<file path="config.mk">
export PLATFORM = sky130hd
export DESIGN_NAME = pmem_host_ctrl
export DESIGN_NICKNAME = d
export VERILOG_FILES = /design/src/rtl/pmem_pkg.sv /design/src/rtl/pmem_delay_cnt.sv /design/src/rtl/pmem_open_row.sv /design/src/rtl/pmem_host_ctrl.sv
export SDC_FILE = /design/constraint.sdc
export NUM_CORES = 1
export LEC_CHECK = 0
export ABC_AREA = 1
export BUFFER_PORTS_ARGS = -buffer_cell sky130_fd_sc_hd__buf_2
export CORE_UTILIZATION = 45
export DETAILED_ROUTE_END_ITERATION = 6
export PLACE_DENSITY = 0.68
export SETUP_SLACK_MARGIN = 0.15
export SLEW_MARGIN = 20
export SYNTH_ARGS = -nofsm -noshare
export SYNTH_HDL_FRONTEND = slang
export SYNTH_SLANG_ARGS = --single-unit
</file>
<file path="constraint.sdc">
create_clock -name clk -period 2.1 [get_ports clk]
set_input_delay 0.315 -clock clk [delete_from_list [all_inputs] [get_ports clk]]
set_output_delay 0.315 -clock clk [all_outputs]
set_load 0.02 [all_outputs]
</file>
<file path="src/rtl/pmem_pkg.sv">
// Package: shared state type and timing helpers for the paged memory
// host controller. Assumes all timing inputs are non-negative nanoseconds.
package pmem_pkg;

    typedef enum logic [3:0] {
        S_PWRUP,   // waiting out supply-to-first-access time
        S_IDLE,    // deselected, precharge satisfied
        S_SETUP,   // address presented, chip enable still high
        S_ACT,     // chip enable low, row access in progress
        S_RD,      // output enable low, waiting for valid data
        S_RDREL,   // output enable high, bus turning around
        S_OPEN,    // row open, waiting for a same-row request
        S_PCOL,    // new column presented inside open row
        S_WRLO,    // write enable low, data driven
        S_WRHOLD,  // write enable high, data still driven
        S_PRECH    // chip enable high, precharge running
    } pmem_state_e;

    // Round a nanosecond limit up to clock cycles, never below one cycle.
    function automatic int unsigned ns2cyc(input int unsigned ns, input int unsigned period);
        int unsigned c;
        c = (ns + period - 1) / period;
        return (c == 0) ? 1 : c;
    endfunction

    function automatic int unsigned max2(input int unsigned a, input int unsigned b);
        return (a > b) ? a : b;
    endfunction

    // Difference a-b, never below one.
    function automatic int unsigned sub_floor1(input int unsigned a, input int unsigned b);
        return (a > b) ? (a - b) : 1;
    endfunction

endpackage

</file>
<file path="src/rtl/pmem_delay_cnt.sv">
// Module: loadable down-counter that times every controller phase.
// Loading N makes the following phase last N cycles; last is high in the
// final cycle. Assumes load values of at least one.
module pmem_delay_cnt #(
    parameter int unsigned CNT_W   = 16,
    parameter int unsigned RST_VAL = 1
) (
    input  logic             clk,
    input  logic             rst_n,
    input  logic             load,
    input  logic [CNT_W-1:0] load_val,
    output logic             last
);
    logic [CNT_W-1:0] cnt;

    // Count down toward one; reset preloads the power-up wait.
    always_ff @(posedge clk) begin
        if (!rst_n)
            cnt <= CNT_W'(RST_VAL);
        else if (load)
            cnt <= load_val;
        else if (cnt > 1)
            cnt <= cnt - 1'b1;
    end

    assign last = (cnt <= 1);

    // A zero load would make a phase vanish and break every timing rule.
    a_r6_load_nonzero: assert property (@(posedge clk) disable iff (!rst_n)
        load |-> (load_val != '0));

endmodule

</file>
<file path="src/rtl/pmem_open_row.sv">
// Module: remembers the row left open by the controller and reports
// whether a requested row matches it. Assumes open and close never coincide.
module pmem_open_row #(
    parameter int unsigned ROW_W = 12
) (
    input  logic             clk,
    input  logic             rst_n,
    input  logic             open_i,
    input  logic             close_i,
    input  logic [ROW_W-1:0] row_i,
    output logic             hit_o
);
    logic [ROW_W-1:0] row_q;
    logic             vld_q;

    // Capture the row on open, forget it on close.
    always_ff @(posedge clk) begin
        if (!rst_n) begin
            row_q <= '0;
            vld_q <= 1'b0;
        end else if (open_i) begin
            row_q <= row_i;
            vld_q <= 1'b1;
        end else if (close_i) begin
            vld_q <= 1'b0;
        end
    end

    assign hit_o = vld_q && (row_q == row_i);

    a_r4_open_close_excl: assert property (@(posedge clk) disable iff (!rst_n)
        !(open_i && close_i));

endmodule

</file>
<file path="src/rtl/pmem_host_ctrl.sv">
// Module: host-side controller for an asynchronous byte-wide memory with
// page access inside a row. Converts valid/ready byte requests into timed
// strobes; every limit is a cycle count derived from CLK_PERIOD_NS.
// Assumes mem_dq_in is stable when sampled (the pad is outside this block)
// and that the requester holds request fields while req_valid is high.
module pmem_host_ctrl
    import pmem_pkg::*;
#(
    parameter int unsigned CLK_PERIOD_NS = 8,
    parameter int unsigned ADDR_W    = 15,
    parameter int unsigned COL_W     = 3,
    parameter int unsigned DATA_W    = 8,
    parameter int unsigned T_RC_NS   = 140,
    parameter int unsigned T_CE_NS   = 70,
    parameter int unsigned T_CA_NS   = 70,
    parameter int unsigned T_PC_NS   = 70,
    parameter int unsigned T_AAP_NS  = 60,
    parameter int unsigned T_AS_NS   = 0,
    parameter int unsigned T_AH_NS   = 70,
    parameter int unsigned T_WP_NS   = 18,
    parameter int unsigned T_DS_NS   = 15,
    parameter int unsigned T_DH_NS   = 0,
    parameter int unsigned T_ASP_NS  = 5,
    parameter int unsigned T_AHP_NS  = 15,
    parameter int unsigned T_WLC_NS  = 25,
    parameter int unsigned T_OE_NS   = 15,
    parameter int unsigned T_HZ_NS   = 10,
    parameter int unsigned T_PU_NS   = 250000
) (
    input  logic              clk,
    input  logic              rst_n,
    input  logic              req_valid,
    output logic              req_ready,
    input  logic              req_write,
    input  logic [ADDR_W-1:0] req_addr,
    input  logic [DATA_W-1:0] req_wdata,
    output logic              rsp_valid,
    output logic [DATA_W-1:0] rsp_rdata,
    output logic              mem_ce_n,
    output logic              mem_we_n,
    output logic              mem_oe_n,
    output logic [ADDR_W-1:0] mem_addr,
    output logic [DATA_W-1:0] mem_dq_out,
    output logic              mem_dq_oe,
    input  logic [DATA_W-1:0] mem_dq_in
);
    localparam int unsigned ROW_W  = ADDR_W - COL_W;
    localparam int unsigned P      = CLK_PERIOD_NS;
    localparam int unsigned C_RC   = ns2cyc(T_RC_NS, P);
    localparam int unsigned C_CA   = ns2cyc(T_CA_NS, P);
    localparam int unsigned C_PC   = ns2cyc(T_PC_NS, P);
    localparam int unsigned C_AS   = ns2cyc(T_AS_NS, P);
    localparam int unsigned C_ASP  = ns2cyc(T_ASP_NS, P);
    localparam int unsigned C_DH   = ns2cyc(T_DH_NS, P);
    localparam int unsigned C_OE   = ns2cyc(T_OE_NS, P);
    localparam int unsigned C_HZ   = ns2cyc(T_HZ_NS, P);
    localparam int unsigned C_PU   = ns2cyc(T_PU_NS, P);
    localparam int unsigned C_WP   = ns2cyc(T_WP_NS, P);
    localparam int unsigned C_ACT  = max2(max2(ns2cyc(T_CE_NS, P), ns2cyc(T_AH_NS, P)), C_CA);
    localparam int unsigned C_WL   = max2(max2(C_WP, ns2cyc(T_DS_NS, P)),
                                          max2(ns2cyc(T_AHP_NS, P), ns2cyc(T_WLC_NS, P)));
    localparam int unsigned C_PGRD = max2(ns2cyc(T_AAP_NS, P), C_OE);
    localparam int unsigned C_PRE  = max2(C_PC, sub_floor1(C_RC, C_ACT));
    localparam int unsigned CNT_W  = $clog2(max2(C_PU, C_RC) + 2);

    pmem_state_e       state, nxt;
    logic              t_load, t_last, accept, row_hit;
    logic [CNT_W-1:0]  t_val;
    logic [ADDR_W-1:0] addr_q;
    logic [DATA_W-1:0] wdata_q;
    logic              wr_q;

    pmem_delay_cnt #(.CNT_W(CNT_W), .RST_VAL(C_PU)) u_timer (
        .clk      (clk),
        .rst_n    (rst_n),
        .load     (t_load),
        .load_val (t_val),
        .last     (t_last)
    );

    pmem_open_row #(.ROW_W(ROW_W)) u_row (
        .clk     (clk),
        .rst_n   (rst_n),
        .open_i  (accept && (state == S_IDLE)),
        .close_i ((nxt == S_PRECH) && (state != S_PRECH)),
        .row_i   (req_addr[ADDR_W-1:COL_W]),
        .hit_o   (row_hit)
    );

    // Next state, phase length and request acceptance.
    always_comb begin
        nxt    = state;
        t_load = 1'b0;
        t_val  = CNT_W'(1);
        accept = 1'b0;
        unique case (state)
            S_PWRUP: if (t_last) nxt = S_IDLE;
            S_IDLE: if (req_valid) begin
                accept = 1'b1; nxt = S_SETUP; t_load = 1'b1; t_val = CNT_W'(C_AS);
            end
            S_SETUP: if (t_last) begin
                nxt = S_ACT; t_load = 1'b1; t_val = CNT_W'(C_ACT);
            end
            S_ACT: if (t_last) begin
                t_load = 1'b1;
                if (wr_q) begin nxt = S_WRLO; t_val = CNT_W'(C_WL); end
                else      begin nxt = S_RD;   t_val = CNT_W'(C_OE); end
            end
            S_RD: if (t_last) begin
                nxt = S_RDREL; t_load = 1'b1; t_val = CNT_W'(C_HZ);
            end
            S_RDREL: if (t_last) nxt = S_OPEN;
            S_OPEN: begin
                t_load = 1'b1;
                if (req_valid && row_hit) begin
                    accept = 1'b1; nxt = S_PCOL; t_val = CNT_W'(C_ASP);
                end else begin
                    nxt = S_PRECH; t_val = CNT_W'(C_PRE);
                end
            end
            S_PCOL: if (t_last) begin
                t_load = 1'b1;
                if (wr_q) begin nxt = S_WRLO; t_val = CNT_W'(C_WL);   end
                else      begin nxt = S_RD;   t_val = CNT_W'(C_PGRD); end
            end
            S_WRLO: if (t_last) begin
                nxt = S_WRHOLD; t_load = 1'b1; t_val = CNT_W'(C_DH);
            end
            S_WRHOLD: if (t_last) nxt = S_OPEN;
            S_PRECH: if (t_last) nxt = S_IDLE;
            default: nxt = S_IDLE;
        endcase
    end

    // State register.
    always_ff @(posedge clk) begin
        if (!rst_n) state <= S_PWRUP;
        else        state <= nxt;
    end

    // Latch the accepted request; address and data feed the pins directly.
    always_ff @(posedge clk) begin
        if (!rst_n) begin
            addr_q  <= '0;
            wdata_q <= '0;
            wr_q    <= 1'b0;
        end else if (accept) begin
            addr_q  <= req_addr;
            wdata_q <= req_wdata;
            wr_q    <= req_write;
        end
    end

    // Sample read data at the last cycle of the output-enable phase.
    always_ff @(posedge clk) begin
        if (!rst_n) begin
            rsp_valid <= 1'b0;
            rsp_rdata <= '0;
        end else begin
            rsp_valid <= (state == S_RD) && t_last;
            if ((state == S_RD) && t_last) rsp_rdata <= mem_dq_in;
        end
    end

    assign req_ready  = (state == S_IDLE) || ((state == S_OPEN) && row_hit);
    assign mem_ce_n   = !(state inside {S_ACT, S_RD, S_RDREL, S_OPEN, S_PCOL, S_WRLO, S_WRHOLD});
    assign mem_we_n   = (state != S_WRLO);
    assign mem_oe_n   = (state != S_RD);
    assign mem_dq_oe  = (state == S_WRLO) || (state == S_WRHOLD);
    assign mem_addr   = addr_q;
    assign mem_dq_out = wdata_q;

    // Assertion support: run lengths of pin levels since reset.
    logic [CNT_W-1:0] up_cnt, ce_hi_cnt, ce_lo_cnt, we_lo_cnt;
    always_ff @(posedge clk) begin
        if (!rst_n) begin
            up_cnt <= '0; ce_hi_cnt <= '0; ce_lo_cnt <= '0; we_lo_cnt <= '0;
        end else begin
            if (up_cnt < CNT_W'(C_PU)) up_cnt <= up_cnt + 1'b1;
            ce_hi_cnt <= !mem_ce_n ? '0 : ((ce_hi_cnt < CNT_W'(C_PC)) ? ce_hi_cnt + 1'b1 : ce_hi_cnt);
            ce_lo_cnt <=  mem_ce_n ? '0 : ((ce_lo_cnt < CNT_W'(C_CA)) ? ce_lo_cnt + 1'b1 : ce_lo_cnt);
            we_lo_cnt <=  mem_we_n ? '0 : ((we_lo_cnt < CNT_W'(C_WL)) ? we_lo_cnt + 1'b1 : we_lo_cnt);
        end
    end

    a_r2_powerup_wait: assert property (@(posedge clk) disable iff (!rst_n)
        $fell(mem_ce_n) |-> (up_cnt >= CNT_W'(C_PU)));
    a_r5_precharge: assert property (@(posedge clk) disable iff (!rst_n)
        $fell(mem_ce_n) |-> (ce_hi_cnt >= CNT_W'(C_PC)));
    a_r6_ce_active: assert property (@(posedge clk) disable iff (!rst_n)
        $rose(mem_ce_n) |-> (ce_lo_cnt >= CNT_W'(C_CA)));
    a_r7_we_width: assert property (@(posedge clk) disable iff (!rst_n)
        $rose(mem_we_n) |-> (we_lo_cnt >= CNT_W'(C_WL)));
    a_r7_we_inside_ce: assert property (@(posedge clk) disable iff (!rst_n)
        !mem_we_n |-> !mem_ce_n);
    a_r7_data_at_we_rise: assert property (@(posedge clk) disable iff (!rst_n)
        $rose(mem_we_n) |-> mem_dq_oe);
    a_r8_no_contention: assert property (@(posedge clk) disable iff (!rst_n)
        !(mem_dq_oe && !mem_oe_n));
    a_r11_rsp_pulse: assert property (@(posedge clk) disable iff (!rst_n)
        rsp_valid |=> !rsp_valid);

endmodule

</file>
# [Word-level counts from Yosys, hierarchy flattened]
# Index checks and enable logic that the tools add are counted.
[totals] output_inout_bits=37 elab_cells=71 in_bits=35 regBits=65
[op_classes] add_sub_neg=1 eq_ne=15 n_mux=27 reduce_logical=17 n_lt_le_gt_ge=2
[ops] cell="two-way mux 4 bit" count=13
[ops] cell="case mux 4 bit (8 select lines)" count=1
[ops] cell="two-way mux 15 bit" count=2
[ops] cell="case mux 4 bit (5 select lines)" count=1
[ops] cell="== test 4 x 3 -> 1 bit (second input constant)" count=4
[ops] cell="== test 4 bit (second input constant)" count=4
[ops] cell="greater-than comparator 15 x 1 -> 1 bit (second input constant)" count=1
[ops] cell="<= comparator 15 x 1 -> 1 bit (second input constant)" count=1
[ops] cell="subtractor 15 x 1 -> 15 bit (second input constant)" count=1
[ops] cell="== test 12 bit" count=1
[ops] cell="== test 4 x 2 -> 1 bit (second input constant)" count=2
[ops] cell="inequality test 4 bit (second input constant)" count=2
[ops] cell="nonzero test 7 bit" count=1
[ops] cell="logical AND 1 bit" count=6
[ops] cell="two-way mux 3 bit" count=2
[ops] cell="OR reduction 2 bit" count=3
[ops] cell="two-way mux 1 bit" count=5
[ops] cell="OR reduction 5 bit" count=1
[ops] cell="== test 4 x 1 -> 1 bit (second input constant)" count=1
[ops] cell="logical NOT 4 bit" count=1
[ops] cell="inequality test 4 x 3 -> 1 bit (second input constant)" count=1
[ops] cell="nonzero test 2 bit" count=2
[ops] cell="case mux 1 bit (3 select lines)" count=1
[ops] cell="logical OR 1 bit" count=2
[ops] cell="other kinds (3)" count=3

# [Depth between registers and ports, before layout]
# Gate-level depths: netlist (run 1).
[depth] word_depth=9 mapped_depth=14 depth_no_buf=13

# [By module]
# From an unflattened synthesis (run 1), not the netlist that was laid out.
[hier_totals] cells_unflattened=492 hier_area_um2=3367.0
[by_module_without_submodules] mod="pmem_host_ctrl" seq_area_each_um2=740.7 area_each_um2=1701.6 instances=1 cells_per_inst=239
[by_module_without_submodules] mod="pmem_delay_cnt" seq_area_each_um2=300.3 area_each_um2=1038.5 instances=1 cells_per_inst=162
[by_module_without_submodules] mod="pmem_open_row" seq_area_each_um2=260.2 area_each_um2=626.9 instances=1 cells_per_inst=91

# [Worst setup path before layout (run 1)]
# OpenSTA, ideal clock, no wires.
[synth_path] kind="register to output" from="reg state[3]" to="out mem_ce_n" setup_slack_ns=0.194 path_buffers=0 required_time_ns=1.785 stages_incl_launch_ff=7 arrival_time_ns=1.591 cell_sequence="dfxtp_1 > inv_2 > nand2_4 > inv_1 > o21ai_0 > nand2_1 > nor4_1"
[synth_via] elab_chain_len=3 word_cells_on_any_way=9 classes_between="eq/ne: 7; reduce/logical: 2"
[synth_rtl] item="start, declared" line_no="pmem_host_ctrl.sv:66" rtl="pmem_state_e state, nxt;"
[synth_rtl] item="start signal, assigned" line_no="pmem_host_ctrl.sv:138" rtl="else state <= nxt;"
[synth_rtl] item="== test 4 x 2 -> 1 bit (tied with other cells)" line_no="pmem_host_ctrl.sv:166" rtl="assign mem_ce_n = !(state inside {S_ACT, S_RD, S_RDREL, S_OPEN, S_PCOL, S_WRLO, S_WRHOLD});"
[synth_rtl] item="nonzero test 7 bit (*)" line_no="pmem_host_ctrl.sv:166"
[synth_rtl] item="logical NOT 1 bit (*)" line_no="pmem_host_ctrl.sv:166"
[synth_rtl] item="end, declared" line_no="pmem_host_ctrl.sv:39" rtl="output logic mem_ce_n,"
# Every way passes the cells marked *; elsewhere a longest branch is shown, timed or not.

# [Final worst setup path (run 1)]
# Same ends and word-level chain as after synthesis.

==> results of run 1 <==
[worst register-to-register path, cell delays in order, from the launching register on]
cell      delay [ns]
dfxtp_1         0.34
inv_1           0.08
ha_1            0.18
nand2_1         0.07
nor2_1          0.04
nand2_1         0.07
nand2_2         0.12
buf_4           0.19
o21ai_4         0.11
nand2_4         0.14
clkinv_4        0.10
nand3_1         0.06
nand2_1         0.08
nand2_1         0.05
[flip-flops by register name, indices dropped and copies added (netlist names)]
| name | count |
|---|---|
| rsp_rdata | 8 |
| rsp_valid | 1 |
| mem_addr | 15 |
| wr_q | 1 |
| u_timer.cnt | 15 |
| state | 4 |
| mem_dq_out | 8 |
| u_row.vld_q | 1 |
| u_row.row_q | 12 |
[logic make-up (layout without fill, tap and decap cells)]
kind of cell / Yosys count / in the layout / synth area share
AO/OA/AOI/OAI: 76 / 76 / 0.1171
XOR/XNOR: 10 / 10 / 0.02514
adder cells (fa/ha/maj): 2 / 2 / 0.007183
buffers and inverters: 75 / 147 / 0.09518
flip-flops: 65 / 65 / 0.3736
AND/OR/NAND/NOR: 289 / 289 / 0.3818
[stage by stage]
| stage | hold WS (ns) | instances |
|---|---|---|
| 2_1_floorplan | 0.4437 | 517 |
| 3_3_place_gp | 0.4521 | 672 |
| 3_5_place_dp | 0.4549 | 672 |
| 4_1_cts | 0.1762 | 688 |
| 5_1_grt | 0.1924 | 688 |
| 6_report | 0.1800 | 688 |
[where the power goes]
part	switching, mW	internal [mW]
clock network	0.517	0.704
logic	0.217	0.131
registers	0.0344	1.26
total	0.769	2.10
[area by class of cell]
| class | instances | area (sq um) | area share |
|---|---|---|---|
| multi-input combinational | 377 | 1877 | 0.4515 |
| tap | 99 | 123.9 | 0.02980 |
| sequential | 65 | 1310 | 0.3152 |
| timing repair buffer | 78 | 414.1 | 0.09964 |
| inverter | 53 | 203.9 | 0.04907 |
| clock inverter | 6 | 90.09 | 0.02167 |
| clock buffer | 10 | 137.6 | 0.03311 |
[cells in the final DEF, fill, tap and decap left out, types with 7 or more instances in the layout]
cell and count:
nor2_1 78, nand2_1 124, inv_1 44, clkbuf_8 10
nand3b_1 25, inv_2 7, nor2_2 12, a21oi_1 41
buf_4 7, dfxtp_1 60, nand2_2 7, o21ai_0 25
nand3_1 19, buf_2 70
[path summary, 6_finish.rpt]
path | slack, ns | end
min | 0.18 | mem_dq_out[6]
max | 0.21 | mem_ce_n
min reg2reg | 0.47 | u_row.row_q[2]
max reg2reg | 0.36 | u_timer.cnt[1]
[what timing repair did]
item	CTS	global route
pin swaps	0	7
setup buffers	0	0
endpoints found under the setup margin	1	12
hold endpoints to repair	0	0
resized for setup	5	14
[routing by layer]
metal / track usage / routed length (um) / up-vias
met2: 0.3609 / 4126 / 92
met1: 0.2838 / 3959 / 1576
li1: - / - / 1790
met5: 0 / 0 / -
met3: 0.04569 / 423 / 15
met4: 0.08333 / 163 / 0
==> metrics.txt, run 1 <==
status=completed; flops & latches, synth=65; VDD IR max=367.5 uV; Place WS=0.2922 ns; Most used DFF post-synth=dfxtp_1; Longest Clk Path Bufs=2; Cells after Synth=517; H-tree levels=3; most instantiated cells after synthesis=nand2_1 (127), nor2_1 (81), dfxtp_1 (65); post-route ant nets=0; CP Buf/Inv Count=3; post-layout minimum cycle time=1.894 ns; Worst Setup SP=state[3]; cts bufs inserted=9; port bufs=71; Worst Skew=0.007605 ns; hold depth=3; Synth top area share=0.3736; fin worst setup slack=0.2062 ns; GRT Total Usage=0.2198; DR WL/cell=12.60 um; Worst path depth=7; CP delay by family, top=flip-flops; Slowest cell on crit path=dfxtp_4; CTS tree=yes; vias=3473; vias per cell=5.048; Setup violations, final=0; Slew HR=0.6726; Period Utilization, post-route=0.9018; final hold viol count=0; CP cell instances=inv_2 -> nand2_4 -> inv_1 -> o21ai_1 -> nand2_1 -> nor4_2 -> buf_2; DRC Markers=0; area of the die=8096 sq um; ranking of synthesized cells by area=dfxtp_1 (37%), nand2_1 (14%), nor2_1 (8.7%); clock slew at reported path FFs=0.08 ns; Root Buffer=clkbuf_8; final WL=8.672 mm; fraction of layout cells with a size suffix above 1=0.2326; Pre-Repair DR Iteration Count=4; Area Growth Syn to Fin=19.32%; final instance area=4156 sq um; Hold Crit Start=req_wdata[6]; Horiz. Die Dim=89.98 um; Post-Syn Area=3483 sq um; crit-path max cell delay=0.38 ns; FMAX=528.0 MHz; Pleak=2.079 nW; Hold/Removal Path Class=in2reg; crit end category=output pin; max_cap viols=0; final core utilization=0.5640; Crit path arrival time=1.58 ns; Die Y=89.98 um; Final Slew Violations=0; DP HPWL=6.225 mm; Seq/Total Area, Yosys=0.3736; P per Cell Area=689.2 nW/um^2; Starting Density=0.4727; Crit Path Class=reg2out; reg2reg start=u_timer.cnt[1]; RePlAce Congestion=0.8595; R2R cell count=13; total gr overflow=0; count leader, synth=nand2_1; # rows=31; Initial DRC Count=130; RSZ-0062 raised after global routing=true; total clock sinks=65; area leader, netlist=dfxtp_1; Post-synth EDFFs=0; Yosys cell types=37; filler cell count=748; Post-synth ARST share=0; post-synthesis net count=554; initial antenna violation count=0; Synth Area per Inst=6.738 sq um; Placed Area=3892 sq um; largest net degree at the start of global routing=50; Synth warnings=0; core area=7370 sq um; CP Data Required Time=1.78 ns; hold buffers post-CTS=0; ant diodes=0; Slew @ Worst Pin=0.4912 ns; global-route wire length before repair=14.52 mm; nets=621; Crit Path Max Fanout=7; setup TNS=0 ns; Clk Latency, worst-skew pair=0.35 ns; Tot Pwr=2.865 mW; vias in the first global route=3130; startpoint types=register; Top-Level Pins=72
No activity file was read; power rests on OpenSTA's default activity.
==> run 2, diff against run 1 <==
CORE_UTILIZATION = 35   (was 45)
PLACE_DENSITY = unset   (was 0.68)
SKIP_LAST_GASP = 1   (was unset)
==> run 2 against run 1 <==
Effect of this change: via count is 1.5% lower; worst setup slack gained 0.066 ns; register-to-register slack better by 0.04 ns; sequential share of layout area grew 0.13 points; first-iteration DRC count up 1.5%; combinational power fell by 2%; sequential power barely moved; critical path depth shrank 1; global-route usage fell by 4.8 points; final area shrank 0.33%; non-clock buffer count rose by 1; critical endpoint unchanged; largest cell class unchanged.
==> metrics.txt, run 2 (synthesis gave the netlist of run 1 again) <==
status=completed; Hold/Removal Path Class=in2reg; Slew @ Worst Pin=0.4844 ns (-0.006758 ns); most frequent cells in the layout=nand2_1 (125), nor2_1 (79), buf_2 (69); commonest non-fill, non-tap cell in the layout=nand2_1; Sw Ratio=0.2849 (+0.01639); Top-Level Pins=72 (unchanged); clock slew at reported path FFs=0.07 ns (about the same); core area=9729 sq um (+32%); Int Pwr=1.805 mW (-14%); final WL=8.461 mm (-2.4%); final cell count without fillers=722 (+4.9%); CP cell instances=inv_1 -> nor2_2 -> o21ai_2 -> nand2_1 -> nor4_2 -> buf_4; Pleak=2.056 nW (-1.1%); Seq pwr share=0.512 (+0.060); area of the die=10360 sq um (+28%); Period Utilization, post-route=0.8704 (-0.03145); H-tree levels=3 (unchanged); DP HPWL=6.208 mm (-0.27%); Final Slew Violations=0 (unchanged); # rows=36 (+16%); global-route wire length before repair=14.04 mm (-3.3%); post-layout minimum cycle time=1.828 ns (-0.06605 ns); Die Y=101.8 um (+13%); Worst path depth=6 (-1); CP Data Required Time=1.78 ns (about the same); CTS tree=yes; Setup violations, final=0 (unchanged); Slew HR=0.6771 (+0.004505); clock power share=0.353 (-0.074); Tot Pwr=2.525 mW (-12%); Worst Skew=0.009672 ns (+0.002067 ns); DR WL/cell=11.72 um (-7.0%); placed cells=706 (+5.1%); nets=622 (+0.16%); crit end category=output pin; final hold viol count=0 (unchanged); R2R cell count=12 (-1); Crit Path Class=reg2out; Starting Density=0.3580 (-0.1146); Longest Clk Path Bufs=2 (unchanged); setup TNS=0 ns (unchanged); vias per cell=4.737 (-6.2%); hold depth=3 (unchanged); P per Cell Area=609.4 nW/um^2 (-12%); Area Growth Syn to Fin=18.93%; largest net degree at the start of global routing=50 (unchanged); vias in the first global route=3123 (-0.22%); port bufs=71 (unchanged); Root Buffer=clkbuf_8; GRT Total Usage=0.1719 (-0.04784); crit-path max cell delay=0.40 ns (+0.02 ns); ant diodes=0 (unchanged); RePlAce Congestion=0.8477 (-1.4%); Comb pwr share=0.135 (+0.013); RSZ-0062 raised after global routing=false; cts bufs inserted=9 (unchanged); total clock sinks=65 (unchanged); Crit path arrival time=1.51 ns (-0.07 ns); DRC Markers=0 (unchanged); fraction of layout cells with a size suffix above 1=0.2258 (-0.006791); Pre-Repair DR Iteration Count=6 (+2); total gr overflow=0 (unchanged); Clk Latency, worst-skew pair=0.34 ns (about the same); Initial DRC Count=132 (+1.5%); Horiz. Die Dim=101.8 um (+13%); Crit Path Max Fanout=4 (-3); Slowest cell on crit path=dfxtp_1; vias=3420 (-1.5%); startpoint types=register; max_cap viols=0 (unchanged); CP delay by family, top=flip-flops; VDD IR max=299.8 uV (-18%); post-route ant nets=0 (unchanged); sw power=719.2 uW (-6.5%); initial antenna violation count=0 (unchanged); FMAX=547.1 MHz (+3.6%); CP Buf/Inv Count=2 (-1)
run 2: cell types whose count changed in the layout (fill, tap and decap cells not counted), sizes merged:
cell / delta
buf: +1
bufinv: -2
clkbuf: -1
clkinv: +3
inv: -1
run 2: through the flow:
step | instance area [sq um] | hold WS, ns | setup slack (ns) | util
final | 4143 | 0.1965 | 0.2723 | 0.4258
after global routing | 4143 | 0.1769 | 0.1422 | 0.4258
after CTS | 4098 | 0.1817 | 0.1563 | 0.4212
after detailed placement | 3935 | 0.4567 | 0.3570 | 0.4045
after global placement | 3935 | 0.4523 | 0.3480 | 0.4045
after floorplan | 3483 | 0.4437 | 0.1944 | -
run 2: what timing repair did:
item,in CTS,in global routing
pin swaps,0,1
resized for setup,3,14
setup buffers,0,1
setup endpoints to repair,1,10
hold buffers,0,0
run 2: path summary, 6_finish.rpt:
kind / end / slack (ns) / from
worst max-delay path: mem_ce_n / 0.27 / state[0]
worst min-delay path: mem_addr[1] / 0.20 / req_addr[1]
worst max register to register: mem_addr[7] / 0.40 / u_row.row_q[11]
worst min register to register: u_row.row_q[2] / 0.46 / u_row.row_q[2]
run 2: per-layer routing:
metal	share of wire	wire, um	vias up	global-route usage
met1	0.46	3879	1560	0.2033
met4	0.020	171	0	0.06355
met2	0.48	4060	57	0.2926
met5	0	0	-	0
li1	-	-	1789	-
met3	0.041	350	14	0.05176
run 2: worst reg2reg max path, delay by kind of cell (launching register included):
family / cells / cell delay, ns
buf+inv: 3 / 0.46
flops: 1 / 0.33
simple gates: 9 / 0.87
run 2: power by group through the flow:
stage | clock (mW) | combinational (mW) | sequential [mW]
finish | 0.890 | 0.341 | 1.29
global route | 0.990 | 0.390 | 1.30
CTS | 0.921 | 0.338 | 1.29
detailed placement | 0 | 0.336 | 1.32
global placement | 0 | 0.337 | 1.32
floorplan | 0 | 0.240 | 1.31
run 2: area by class of cell:
| class | instances | area [sq um] |
|---|---|---|
| sequential | 65 | 1311 |
| multi-input combinational | 377 | 1881 |
| inverter | 53 | 203.9 |
| clock buffer | 9 | 123.9 |
| clock inverter | 6 | 36.28 |
| fill | 1016 | 5587 |
| tap | 133 | 166.4 |
| timing repair buffer | 79 | 420.4 |
